===== src/rtl/hbs_pkg.sv =====
package hbs_pkg;

    localparam int HBS_DATA_W      = 16;
    localparam int HBS_SYNC_STAGES = 2;

    typedef enum logic [1:0] {
        CYC_IDLE,
        CYC_WRITE,
        CYC_READ
    } cyc_state_e;

    typedef enum logic [1:0] {
        IRQ_CLEAR,
        IRQ_PEND,
        IRQ_HALF
    } irq_state_e;

    typedef enum logic {
        SLOT_EMPTY,
        SLOT_FULL
    } slot_state_e;

    typedef struct packed {
        logic strb;
        logic dir;
        logic cs_a_n;
        logic cs_b_n;
    } ctrl_pins_t;

endpackage


===== src/rtl/hbs_sync.sv =====
module hbs_sync #(
    parameter int             W       = 1,
    parameter int             STAGES  = 2,
    parameter logic [W-1:0]   RST_VAL = '0
) (
    input  logic         clk,
    input  logic         rst_n,
    input  logic [W-1:0] d,
    output logic [W-1:0] q
);

    // chain of flops, stage 0 samples the pin
    for (genvar g = 0; g < STAGES; g++) begin : g_stage
        logic [W-1:0] r;
        if (g == 0) begin : g_first
            always_ff @(posedge clk or negedge rst_n) begin
                if (!rst_n) r <= RST_VAL;
                else        r <= d;
            end
        end else begin : g_rest
            always_ff @(posedge clk or negedge rst_n) begin
                if (!rst_n) r <= RST_VAL;
                else        r <= g_stage[g-1].r;
            end
        end
    end

    assign q = g_stage[STAGES-1].r;

endmodule


===== src/rtl/hbs_cycle_fsm.sv =====
module hbs_cycle_fsm
    import hbs_pkg::*;
#(
    parameter int DATA_W = 16
) (
    input  logic              clk,
    input  logic              rst_n,
    input  logic              mode_split,
    input  ctrl_pins_t        pins,
    input  logic              dc_s,
    input  logic [DATA_W-1:0] d_s,
    output logic              wr_evt,
    output logic              wr_evt_cmd,
    output logic [DATA_W-1:0] wr_evt_data,
    output logic              rd_done,
    output logic              rd_drive
);

    cyc_state_e        state_q, state_d;
    logic              cs_sel;
    logic              wr_qual;
    logic              rd_qual;
    logic              wr_abort;
    logic              dc_hold;
    logic [DATA_W-1:0] d_hold;

    // qualifiers built from synchronized pins
    always_comb begin
        cs_sel = ~pins.cs_a_n & ~pins.cs_b_n;
        if (mode_split) begin
            wr_qual  = cs_sel & ~pins.dir;
            rd_qual  = cs_sel & ~pins.strb & pins.dir;
            wr_abort = 1'b0;
        end else begin
            wr_qual  = cs_sel & pins.strb & ~pins.dir;
            rd_qual  = cs_sel & pins.strb & pins.dir;
            // direction flipped to read with enable still high
            wr_abort = rd_qual;
        end
    end

    // previous bus sample: the value that stood before a terminating edge
    always_ff @(posedge clk or negedge rst_n) begin
        if (!rst_n) begin
            dc_hold <= 1'b1;
            d_hold  <= '0;
        end else begin
            dc_hold <= dc_s;
            d_hold  <= d_s;
        end
    end

    // state register
    always_ff @(posedge clk or negedge rst_n) begin
        if (!rst_n) state_q <= CYC_IDLE;
        else        state_q <= state_d;
    end

    // next state
    always_comb begin
        state_d = state_q;
        unique case (state_q)
            CYC_IDLE: begin
                if (wr_qual)      state_d = CYC_WRITE;
                else if (rd_qual) state_d = CYC_READ;
            end
            CYC_WRITE: begin
                if (!wr_qual) state_d = CYC_IDLE;
            end
            CYC_READ: begin
                if (!rd_qual) state_d = CYC_IDLE;
            end
            default: state_d = CYC_IDLE;
        endcase
    end

    // outputs
    always_comb begin
        wr_evt      = (state_q == CYC_WRITE) && !wr_qual && !wr_abort;
        wr_evt_cmd  = ~dc_hold;
        wr_evt_data = d_hold;
        rd_done     = (state_q == CYC_READ) && !rd_qual;
        rd_drive    = (state_q == CYC_READ);
    end

endmodule


===== src/rtl/hbs_irq_fsm.sv =====
module hbs_irq_fsm
    import hbs_pkg::*;
#(
    parameter int DATA_W = 16
) (
    input  logic              clk,
    input  logic              rst_n,
    input  logic              rsp_valid,
    input  logic [DATA_W-1:0] rsp_data,
    input  logic              rd_done,
    output logic              irq,
    output logic [DATA_W-1:0] rd_word
);

    irq_state_e state_q, state_d;

    always_ff @(posedge clk or negedge rst_n) begin
        if (!rst_n) state_q <= IRQ_CLEAR;
        else        state_q <= state_d;
    end

    always_ff @(posedge clk or negedge rst_n) begin
        if (!rst_n)         rd_word <= '0;
        else if (rsp_valid) rd_word <= rsp_data;
    end

    always_comb begin
        state_d = state_q;
        if (rsp_valid) begin
            state_d = IRQ_PEND;
        end else begin
            unique case (state_q)
                IRQ_CLEAR: state_d = IRQ_CLEAR;
                IRQ_PEND:  if (rd_done) state_d = IRQ_HALF;
                IRQ_HALF:  if (rd_done) state_d = IRQ_CLEAR;
                default:   state_d = IRQ_CLEAR;
            endcase
        end
    end

    always_comb begin
        irq = (state_q != IRQ_CLEAR);
    end

endmodule


===== src/rtl/hbs_wr_slot.sv =====
module hbs_wr_slot
    import hbs_pkg::*;
#(
    parameter int DATA_W = 16
) (
    input  logic              clk,
    input  logic              rst_n,
    input  logic              evt,
    input  logic              evt_cmd,
    input  logic [DATA_W-1:0] evt_data,
    input  logic              wr_ready,
    output logic              wr_valid,
    output logic              wr_cmd,
    output logic [DATA_W-1:0] wr_data,
    output logic              wr_ovf
);

    slot_state_e state_q, state_d;
    logic        load;
    logic        ovf_set;

    always_ff @(posedge clk or negedge rst_n) begin
        if (!rst_n) state_q <= SLOT_EMPTY;
        else        state_q <= state_d;
    end

    always_comb begin
        state_d = state_q;
        unique case (state_q)
            SLOT_EMPTY: if (evt) state_d = SLOT_FULL;
            SLOT_FULL:  if (wr_ready && !evt) state_d = SLOT_EMPTY;
            default:    state_d = SLOT_EMPTY;
        endcase
    end

    always_comb begin
        load     = evt && ((state_q == SLOT_EMPTY) || wr_ready);
        ovf_set  = evt && (state_q == SLOT_FULL) && !wr_ready;
        wr_valid = (state_q == SLOT_FULL);
    end

    always_ff @(posedge clk or negedge rst_n) begin
        if (!rst_n) begin
            wr_cmd  <= 1'b0;
            wr_data <= '0;
            wr_ovf  <= 1'b0;
        end else begin
            if (load) begin
                wr_cmd  <= evt_cmd;
                wr_data <= evt_data;
            end
            if (ovf_set) wr_ovf <= 1'b1;
        end
    end

endmodule


===== src/rtl/hostbus_slave.sv =====
module hostbus_slave
    import hbs_pkg::*;
#(
    parameter int DATA_W      = HBS_DATA_W,
    parameter int SYNC_STAGES = HBS_SYNC_STAGES
) (
    input  logic              clk,
    input  logic              rst_n,
    input  logic              mode_split,
    input  logic              bus_strb,
    input  logic              bus_dir,
    input  logic              cs_a_n,
    input  logic              cs_b_n,
    input  logic              bus_dc,
    input  logic [DATA_W-1:0] bus_d_in,
    output logic [DATA_W-1:0] bus_d_out,
    output logic              bus_d_oe,
    input  logic              rsp_valid,
    input  logic [DATA_W-1:0] rsp_data,
    output logic              irq,
    output logic              wr_valid,
    input  logic              wr_ready,
    output logic [DATA_W-1:0] wr_data,
    output logic              wr_cmd,
    output logic              wr_ovf
);

    localparam int CTRL_W = $bits(ctrl_pins_t);
    localparam int WORD_W = DATA_W + 1;

    logic [CTRL_W-1:0] ctrl_q;
    logic [WORD_W-1:0] word_q;
    ctrl_pins_t        pins_s;
    logic              wr_evt;
    logic              wr_evt_cmd;
    logic [DATA_W-1:0] wr_evt_data;
    logic              rd_done;
    logic              rd_drive;

    hbs_sync #(
        .W       (CTRL_W),
        .STAGES  (SYNC_STAGES),
        .RST_VAL ({CTRL_W{1'b1}})
    ) u_sync_ctrl (
        .clk   (clk),
        .rst_n (rst_n),
        .d     ({bus_strb, bus_dir, cs_a_n, cs_b_n}),
        .q     (ctrl_q)
    );

    hbs_sync #(
        .W       (WORD_W),
        .STAGES  (SYNC_STAGES),
        .RST_VAL ({1'b1, {DATA_W{1'b0}}})
    ) u_sync_word (
        .clk   (clk),
        .rst_n (rst_n),
        .d     ({bus_dc, bus_d_in}),
        .q     (word_q)
    );

    assign pins_s = ctrl_pins_t'(ctrl_q);

    hbs_cycle_fsm #(.DATA_W(DATA_W)) u_cycle (
        .clk         (clk),
        .rst_n       (rst_n),
        .mode_split  (mode_split),
        .pins        (pins_s),
        .dc_s        (word_q[DATA_W]),
        .d_s         (word_q[DATA_W-1:0]),
        .wr_evt      (wr_evt),
        .wr_evt_cmd  (wr_evt_cmd),
        .wr_evt_data (wr_evt_data),
        .rd_done     (rd_done),
        .rd_drive    (rd_drive)
    );

    hbs_irq_fsm #(.DATA_W(DATA_W)) u_irq (
        .clk       (clk),
        .rst_n     (rst_n),
        .rsp_valid (rsp_valid),
        .rsp_data  (rsp_data),
        .rd_done   (rd_done),
        .irq       (irq),
        .rd_word   (bus_d_out)
    );

    hbs_wr_slot #(.DATA_W(DATA_W)) u_slot (
        .clk      (clk),
        .rst_n    (rst_n),
        .evt      (wr_evt),
        .evt_cmd  (wr_evt_cmd),
        .evt_data (wr_evt_data),
        .wr_ready (wr_ready),
        .wr_valid (wr_valid),
        .wr_cmd   (wr_cmd),
        .wr_data  (wr_data),
        .wr_ovf   (wr_ovf)
    );

    assign bus_d_oe = rd_drive;

endmodule


===== config.mk =====
export PLATFORM = sky130hd
export DESIGN_NAME = hostbus_slave
export DESIGN_NICKNAME = d
export VERILOG_FILES = /design/src/rtl/hbs_pkg.sv /design/src/rtl/hbs_sync.sv /design/src/rtl/hbs_cycle_fsm.sv /design/src/rtl/hbs_irq_fsm.sv /design/src/rtl/hbs_wr_slot.sv /design/src/rtl/hostbus_slave.sv
export SDC_FILE = /design/constraint.sdc
export NUM_CORES = 1
export LEC_CHECK = 0
export BUFFER_PORTS_ARGS = -buffer_cell sky130_fd_sc_hd__buf_2
export CORE_MARGIN = 2
export CORE_UTILIZATION = 48
export CTS_BUF_LIST = sky130_fd_sc_hd__clkbuf_8
export CTS_CLUSTER_SIZE = 12
export DETAILED_ROUTE_END_ITERATION = 6
export PLACE_DENSITY = 0.75
export SETUP_SLACK_MARGIN = 0.3
export SYNTH_ARGS = -nofsm -noshare
export SYNTH_HDL_FRONTEND = slang
export SYNTH_SLANG_ARGS = --single-unit

===== constraint.sdc =====
create_clock -name clk -period 2.01 [get_ports clk]
set_clock_uncertainty 0.2 [all_clocks]
set_input_delay 0.402 -clock clk [delete_from_list [all_inputs] [get_ports clk]]
set_output_delay 0.402 -clock clk [all_outputs]
set_load 0.1 [all_outputs]

## After elaboration in Yosys (flattened, before gate mapping)

Index checks and enable logic that the tools add are counted.

- Output and inout bits: 37
- Logic and storage cells: 67
- Bits in registers: 98

- Bitwise operators: 13
- Mux-type cells: 15
- Reduce and logical (&&, ||, !) cells: 17
- Equality and inequality tests: 9

Operators with widths:

| kind | number |
|---|---|
| 2-bit two-way mux | 7 |
| 1-bit AND | 7 |
| 1-bit logical AND | 7 |
| 3-bit inequality test, second input constant | 2 |
| 1-bit inverter | 6 |
| 2-bit one-hot mux with 3 select lines | 1 |
| 1-bit zero test | 5 |
| 1-bit two-way mux | 5 |
| 2-bit by 1-bit == test with 1-bit output, second input constant | 2 |
| 2-bit == test, second input constant | 2 |
| 2-bit inequality test, second input constant | 2 |
| 2-bit one-hot mux with 2 select lines | 1 |
| 3-bit by 1-bit inequality test with 1-bit output, second input constant | 1 |
| 3-bit AND reduction | 1 |
| 2-bit zero test | 1 |
| 1-bit one-hot mux with 2 select lines | 1 |
| 2-bit AND reduction | 1 |
| 2-bit nonzero test | 1 |
| 1-bit logical OR | 1 |

## Longest topological paths before layout

Gate-level depths: netlist of the first run.

- Word-level depth: 12
- Mapped depth: 4
- Gate-level depth less buffers: 3

## By module

From an unflattened synthesis of the first run, not the netlist that was laid out.

- Cell total of the unflattened synthesis: 158
- Area, all modules: 3,113.0 µm²

Modules (own cells, without submodules):

| module | cells each | area an instance (µm²) | seq. area each (µm²) | instances |
|---|---|---|---|---|
| hbs_sync (u_sync_word) | 34 | 853.3 | 853.3 | 1 |
| hbs_wr_slot | 42 | 764.5 | 475.5 | 1 |
| hbs_irq_fsm | 42 | 733.2 | 450.4 | 1 |
| hbs_cycle_fsm | 32 | 551.8 | 476.7 | 1 |
| hbs_sync (u_sync_ctrl) | 8 | 210.2 | 210.2 | 1 |

## Least setup slack after synthesis of the first run

Ideal clock, no wire load.

- Path kind: flip-flop to flip-flop
- From: reg u_slot.state_q, in the netlist u_slot.wr_valid
- To: reg u_slot.wr_data[10]
- Period minus slack after synthesis: 2.356 ns
- Required time: 1.685 ns
- Slack: -0.346 ns
- Arrival: 2.030 ns
- Cell stages (with the launch flop): 5
- Cells stage by stage: dfrtp_1 -> and2b_2 -> a311oi_4 -> buf_6 -> mux2_2

- Longest elaborated chain between the ends: 3

RTL lines:

| what | RTL line | RTL |
|---|---|---|
| start: declaration | hbs_wr_slot.sv:18 | `slot_state_e state_q, state_d;` |
| start signal: assignment | hbs_wr_slot.sv:24 | `else state_q <= state_d;` |
| 1-bit inverter | hbs_wr_slot.sv:37 | `load = evt && ((state_q == SLOT_EMPTY) \|\| wr_ready);` |
| 1-bit logical OR | hbs_wr_slot.sv:37 |  |
| 1-bit logical AND | hbs_wr_slot.sv:37 |  |
| end signal: assignment | hbs_wr_slot.sv:50 | `wr_data <= evt_data;` |
| end: declaration | hbs_wr_slot.sv:14 | `output logic [DATA_W-1:0] wr_data,` |

No other way between the ends.
A chain may end at the register's enable or synchronous reset.

## Final worst setup path of the first run

- From: reg u_sync_ctrl.g_stage[1].r[2], in the netlist u_sync_ctrl.q[2]
- To: reg u_slot.wr_data[5]

- Longest elaborated chain between the ends: 7
- Elaborated cells on any way between the ends: 11
- Those cells by class: mux: 2; bitwise: 4; reduce/logical: 5

RTL lines:

| what | RTL line | RTL |
|---|---|---|
| start: declaration | hbs_sync.sv:14 | `logic [W-1:0] r;` |
| start signal: assignment | hbs_sync.sv:23 | `else r <= g_stage[g-1].r;` |
| 1-bit inverter | hbs_cycle_fsm.sv:31, hbs_cycle_fsm.sv:35 |  |
| 1-bit AND (on tied branches) | hbs_cycle_fsm.sv:35, hbs_cycle_fsm.sv:31 |  |
| 1-bit two-way mux | hbs_cycle_fsm.sv:30 | `if (mode_split) begin` |
| 1-bit zero test | - |  |
| 1-bit logical AND | hbs_cycle_fsm.sv:79 | `wr_evt = (state_q == CYC_WRITE) && !wr_qual && !wr_abort;` |
| 1-bit logical AND (*) | hbs_cycle_fsm.sv:79 |  |
| 1-bit logical AND (*) | hbs_wr_slot.sv:37 |  |

Mark *: on every way between the ends. The rest lies on a longest branch, timed or not.

==> impl_metrics.csv, run 1 <==
group,metric,value,unit
die,start_util,50.5,%
worst_hold_path,hp-class,"in -> reg",
power_and_ir_drop,netSwitchingPower,1.87,mW
drt,vias,1607,
power_and_ir_drop,pwr-share-comb,31.9,%
timing,grt_setup_unrepaired,"true",
power_and_ir_drop,p_int,2.96,mW
power_and_ir_drop,leakage,1.91,nW
yosys,synth_area_per_cell,19.1,um^2
grt,grt_max_degree,99,
clock_network,htreeDepth,3,
grt,grt_pass1_vias,1649,
die,die_x,83.4,um
power_and_ir_drop,seqPwrFrac,46.9,%
timing,clock.fmax,540,MHz
setup_path,critPathTopFamily,"flip-flops",
clock_network,clockBufferDepth,2,
drt,firstDrtPassIters,4,
setup_path,crit_path_start_kind,"flop",
timing,hold_viol,0,
run_status,status,"completed",
grt,grt_pass1_wl,7960,um
power_and_ir_drop,finalPower,4.83,mW
yosys,syn_nets,200,
yosys,seq_area_frac_synth,81.6,%
yosys,netlist_area,3020,um^2
die,io_pins,79,
timing,holdWs,0.0914,ns
place,place_congestion,0.741,
grt,grt.total_usage,15.0,%
timing,fin_crit_sh,92.1,%
final_layout,drive_above_1_share,53.3,%
grt,grt_overflow,0,
die,core,5990,um^2
place,io_buffers,78,
clock_network,cts_tree,"yes",
drt,ant_nets,0,
setup_path,worstSetupPathType,"reg -> reg",
final_layout,fillers,427,
yosys,synth_cell_types,23,
clock_network,cts_root_buffer,"clkbuf_8",
setup_path,crit_slowest_cell,"dfstp_2",
final_layout,antenna_cells,0,
die,dieArea,6950,um^2
setup_path,cp_num_buf_inv,1,
setup_path,crit_path_cell_trace,"nand2_1, a311oi_4, buf_12, mux2_2",
timing,drv_slew,0,
job,drv_cap,0,
clock_network,clock_latency,0.34,ns
setup_path,cp.required,2.03,ns
drt,drt_iter0_markers,52,
timing,slew_headroom,68.0,%
drt,vias_per_cell,4.58,
die,fp-row-count,28,
setup_path,setup.worst_path.end_class,"flop",
timing,setup_viol,0,
clock_network,numCtsBuffers,9,
setup_path,worst_path_largest_cell_delay,0.56,ns
drt,drc,0,
setup_path,cp.arrival,1.87,ns
timing,tightestPinTransition,0.480,ns
final_layout,area_growth,34.4,%
final_layout,nNetsFinal,313,
drt,avgRoutedWirePerCell,13.6,um
die,die_y,83.4,um
clock_network,path_clk_slew,0.08,ns
place,dp_hpwl,2940,um
yosys,synthCells,158,
power_and_ir_drop,p_clk_share,21.2,%
yosys,synth-seq-cells,98,
power_and_ir_drop,switching_share,38.7,%
drt,wl,4760,um
clock_network,clock_sinks,98,
power_and_ir_drop,powerDensity,1190,nW/um^2
timing,period_needed,1.85,ns
setup_path,path_max_fanout,17,
yosys,ys_warn_count,0,
power_and_ir_drop,vdd_drop_max,0.000935,V
grt,antenna_found_initial,0,
==> layer usage <==
layer	GRT usage (%)	share of wire (%)	vias to the layer above
li1	-	-	750
met1	19.4	43	795
met2	23.1	49	53
met3	4.77	6.3	9
met4	7.60	1.7	0
met5	0	0	-
==> state kept, by name, summed over array words and instances, names as in the netlist, 2 cells and up <==
signal,flops
u_cycle.wr_evt_data,16
u_slot.wr_data,16
u_sync_word.g_stage.r,17
u_sync_word.q,17
u_sync_ctrl.q,4
u_irq.rd_word,16
u_sync_ctrl.g_stage.r,4
u_irq.state_q,2
u_cycle.state_q,2
==> kinds of logic (layout without fill, tap and decap cells) <==
family,after synthesis,count (layout),synth area share (%)
muxes,34,34,12.6
DFF,98,98,81.6
AOI/OAI and AO/OA,5,5,1.86
and+or+nand+nor,15,15,2.73
xor gates and xnor gates,1,1,0.290
buffers and inverters,5,123,0.910
==> what timing repair did <==
action	4_1_cts	5_1_grt
setup endpoints to repair	54	20
gates resized for setup	41	4
pin swaps	1	0
endpoints found under the hold margin	108	0
hold buffers	22	0
buffers inserted	2	1
==> area by class of cell <==
| class | count | area, um^2 | area share [%] |
|---|---|---|---|
| flip-flops and latches | 98 | 2470 | 60.8 |
| repair buffers | 105 | 793 | 19.5 |
| multi-input cells | 55 | 539 | 13.3 |
| clock buffers | 9 | 124 | 3.05 |
| well taps | 75 | 93.8 | 2.31 |
| clock inverters | 7 | 33.8 | 0.832 |
| inverters | 2 | 7.51 | 0.185 |
==> through the flow <==
stage	std cells	setup TNS, ns	utilization (%)	worst slack, ns	area, um^2
CTS	350	0	67.5	0.147	4040
global route	351	0	67.8	0.107	4060
floorplan	158	-0.882	-	-0.0980	3030
finish	351	0	67.8	0.159	4060
detailed placement	310	0	59.1	0.0578	3540
global placement	310	0	59.1	0.0987	3540
==> Yosys cell counts (all sizes together) <==
cell / instances / area [um^2]
nand2: 2 / 7.51
o21bai: 1 / 7.51
a31oi: 1 / 6.26
nor2: 4 / 15.0
nand2b: 2 / 12.5
nand3: 1 / 5.00
xor2: 1 / 8.76
a311oi: 2 / 35.0
dfrtp: 87 / 2180
dfstp: 11 / 289
clkbuf: 1 / 3.75
inv: 2 / 7.51
a21o: 1 / 7.51
or2: 3 / 21.3
and2b: 1 / 8.76
mux2i: 1 / 10.0
mux2: 33 / 372
buf: 2 / 16.3
nor3: 1 / 5.00
nor3b: 1 / 7.51
==> path summary, 6_finish.rpt <==
kind / cells past startpoint / slack (ns) / to / start
min: 2 / 0.09 / u_irq.rd_word[12]$_DFFE_PN0P_ / rsp_data[12]
max: 4 / 0.16 / u_slot.wr_data[5]$_DFFE_PN0P_ / u_sync_ctrl.q[2]$_DFF_PN1_
min in group asynchronous: 3 / 0.45 / u_sync_word.q[6]$_DFF_PN0_ / rst_n
min reg2reg: 0 / 0.15 / u_sync_word.q[10]$_DFF_PN0_ / u_sync_word.g_stage[0].r[10]$_DFF_PN0_
max in group asynchronous: 3 / 0.76 / u_slot.wr_valid$_DFF_PN0_ / rst_n
max reg2reg: 4 / 0.16 / u_slot.wr_data[5]$_DFFE_PN0P_ / u_sync_ctrl.q[2]$_DFF_PN1_
==> power by group through the flow <==
stage | clock network [mW] | registers (mW) | logic (mW)
floorplan | 0 | 3.28 | 0.169
global placement | 0 | 2.29 | 1.41
detailed placement | 0 | 2.30 | 1.42
CTS | 1.07 | 2.27 | 1.55
global route | 1.16 | 2.29 | 1.59
finish | 1.02 | 2.26 | 1.54
==> worst reg2reg max path: stages (launching register included) <==
cell	delay, ns
dfstp_2	0.56
nand2_1	0.10
a311oi_4	0.34
buf_12	0.19
mux2_2	0.35
==> placed cells by master, fill, tap and decap left out, drive strengths merged <==
cell         instances
nand2                2
inv                  6
buf                 83
nor3                 1
mux2                33
dfrtp               87
clkbuf               9
nor2                 4
nand3                1
dlygate4sd3         22
a311oi               2
xor2                 1
o21bai               1
clkinv               3
a31oi                1
mux2i                1
dfstp               11
a21o                 1
nand2b               2
or2                  3
and2b                1
nor3b                1
Power figures use the tool's default switching activity.
==> inputs of run 2 (changes only) <==
- CORE_UTILIZATION: 48 -> 49
- PLACE_DENSITY: 0.75 -> 0.77
- SYNTH_HIERARCHICAL: not set -> 1
==> run 2 against run 1 <==
  * Fmax grew 4.6%
  * Core utilization grew 0.13 points
  * Largest power group unchanged
  * Critical path type is now reg -> out
  * Flip-flop and latch count is the same
==> impl_metrics.csv, run 2 <==
group,metric,value,unit
worst_hold_path,hp-class,"in -> reg",
run_status,status,"completed",
setup_path,path_max_fanout,2,
drt,firstDrtPassIters,4,
grt,grt_overflow,0,
die,die_y,83.7,um
timing,slew_headroom,68.1,%
clock_network,cts_root_buffer,"clkbuf_8",
setup_path,worstSetupPathType,"reg -> out",
power_and_ir_drop,netSwitchingPower,1.93,mW
final_layout,finish.utilization,67.9,%
clock_network,cts_tree,"yes",
grt,antenna_found_initial,0,
die,dieArea,7010,um^2
yosys,synth_top_cells_by_count,"dfrtp_1, mux2_4, mux2_2, dfstp_2",
yosys,seq_area_frac_synth,79.2,%
die,fp-row-count,29,
clock_network,numCtsBuffers,9,
timing,fin_crit_sh,88.0,%
final_layout,fin_cells,359,
yosys,netlist_area,3110,um^2
timing,setup_ws,0.241,ns
final_layout,final_common_cell,"dfrtp_1",
place,dp_slack,0.192,ns
drt,vias,1646,
timing,tightestPinTransition,0.478,ns
drt,avgRoutedWirePerCell,14.4,um
clock_network,clock_latency,0.35,ns
power_and_ir_drop,pwr-share-comb,32.3,%
worst_hold_path,min_to,"u_irq/rd_word[0]$_DFFE_PN0P_",
power_and_ir_drop,vdd_drop_max,0.00108,V
yosys,syn_nets,200,
power_and_ir_drop,p_int,3.08,mW
drt,drc,0,
yosys,synth_area_per_cell,19.7,um^2
setup_path,r2r_cells,6,
die,core,6240,um^2
setup_path,rrSetupSlack,0.25,ns
timing,clock.fmax,565,MHz
clock_network,clockBufferDepth,2,
final_layout,antenna_cells,0,
die,start_util,49.9,%
power_and_ir_drop,switching_share,38.6,%
place,place_congestion,0.777,
setup_path,r2r_start,"u_sync_ctrl/q[3]$_DFF_PN1_",
yosys,synth_cell_types,25,
die,io_pins,79,
setup_path,worstReg2RegEnd,"u_slot/wr_data[4]$_DFFE_PN0P_",
setup_path,cp.arrival,1.17,ns
final_layout,final_cell_mix,"dfrtp_1, buf_4, buf_2",
timing,grt_setup_unrepaired,"true",
clock_network,path_clk_slew,0.09,ns
die,die_x,83.7,um
clock_network,clock_sinks,98,
setup_path,crit_path_start_kind,"flop",
drt,wl,5190,um
job,drv_cap,0,
timing,setup_tns,0,ns
yosys,async_flop_share,100,%
yosys,synth_area_leaders,"dfrtp_1, dfstp_2, mux2_4",
timing,setup_viol,0,
timing,hold_viol,0,
drt,vias_per_cell,4.58,
setup_path,cp.required,1.41,ns
grt,grt_pass1_wl,8570,um
grt,grt.total_usage,16.1,%
yosys,ys_warn_count,6,
yosys,synthCells,158,
drt,ant_nets,0,
final_layout,drive_above_1_share,55.7,%
setup_path,setup.worst_path.end_class,"output port",
power_and_ir_drop,powerDensity,1180,nW/um^2
place,dp_hpwl,3140,um
final_layout,nNetsFinal,319,
power_and_ir_drop,seqPwrFrac,45.7,%
place,dp_cells,311,
yosys,yosysTopAreaCellShare,69.9,%
final_layout,area_growth,36.2,%
yosys,synth-seq-cells,98,
timing,period_needed,1.77,ns
final_layout,fillers,418,
drt,drt_iter0_markers,133,
yosys,synth_top_cell_by_area,"dfrtp_1",
clock_network,htreeDepth,3,
yosys,synth_edf_count,0,
power_and_ir_drop,p_clk_share,22.0,%
yosys,yosys_most_used_dff,"dfrtp_1",
worst_hold_path,hold_depth,2,
worst_hold_path,min_from,"rsp_data[0]",
place,io_buffers,78,
grt,grt_pass1_vias,1717,
power_and_ir_drop,leakage,2.06,nW
timing,drv_slew,0,
grt,grt_max_degree,99,
yosys,synth.most_common_cell,"dfrtp_1",
==> run 2: metrics by stage <==
stage / total power, mW / instance area, um^2 / hold slack [ns]
after CTS: 5.02 / 4200 / 0.0587
after global placement: 3.75 / 3580 / 0.132
after floorplan: 3.50 / 3130 / -0.0936
after global routing: 5.20 / 4240 / 0.0565
after detailed placement: 3.78 / 3580 / 0.136
final: 5.01 / 4240 / 0.0794
==> run 2: cell type report <==
cell class | count | area (um^2) | share of cell area [%]
repair buffers | 111 | 855 | 20.2
inverters | 3 | 11.3 | 0.266
flip-flops and latches | 98 | 2470 | 58.2
clock inverters | 6 | 37.5 | 0.885
well taps | 77 | 96.3 | 2.27
multi-input cells | 54 | 636 | 15.0
clock buffers | 10 | 138 | 3.25
==> run 2: power by group through the flow <==
| stage | clock, mW | sequential [mW] | combinational (mW) |
|---|---|---|---|
| after floorplan | 0 | 3.28 | 0.217 |
| after global placement | 0 | 2.31 | 1.45 |
| after detailed placement | 0 | 2.32 | 1.46 |
| after CTS | 1.12 | 2.29 | 1.61 |
| after global routing | 1.22 | 2.31 | 1.67 |
| final | 1.10 | 2.29 | 1.62 |
==> run 2: cells by family after synthesis <==
family / synth area share (%)
AND/OR/NAND/NOR: 3.50
XOR/XNOR: 0.281
multiplexers: 14.4
buffers and inverters: 2.01
AO/OA/AOI/OAI: 0.563
flip-flops: 79.2
==> run 2: worst max-delay path, cell delays in order (launching register included) <==
cell     delay [ns]
dfrtp_1        0.39
or2_4          0.26
buf_12         0.16
==> run 2: how the worst max path moves through the flow <==
stage / cells after the start / slack, ns / to / from
6_report: 2 / 0.24 / irq / u_irq/state_q[0]$_DFFE_PN0P_
5_1_grt: 6 / 0.17 / u_slot/wr_data[11]$_DFFE_PN0P_ / u_sync_ctrl/q[3]$_DFF_PN1_
4_1_cts: 2 / 0.22 / irq / u_irq/state_q[1]$_DFFE_PN0P_
3_5_place_dp: 5 / 0.19 / u_slot/wr_cmd$_DFFE_PN0P_ / mode_split
3_3_place_gp: 5 / 0.23 / u_slot/wr_data[7]$_DFFE_PN0P_ / mode_split
2_1_floorplan: 4 / 0.30 / u_irq/state_q[0]$_DFFE_PN0P_ / u_cycle/state_q[0]$_DFFE_PN0P_
==> run 2: repair_timing <==
action,CTS,global route
hold buffers,22,0
hold endpoints to repair,108,0
resized for setup,49,7
pin swaps,6,2
endpoints found under the setup margin,55,21
setup buffers,8,2
==> run 2: layer usage <==
| layer | up-vias | part of all wire, % | GRT usage, % |
|---|---|---|---|
| li1 | 757 | - | - |
| met1 | 832 | 41 | 20.8 |
| met2 | 49 | 52 | 24.8 |
| met3 | 8 | 5.7 | 5.54 |
| met4 | 0 | 1.4 | 7.48 |
| met5 | - | 0 | 0 |
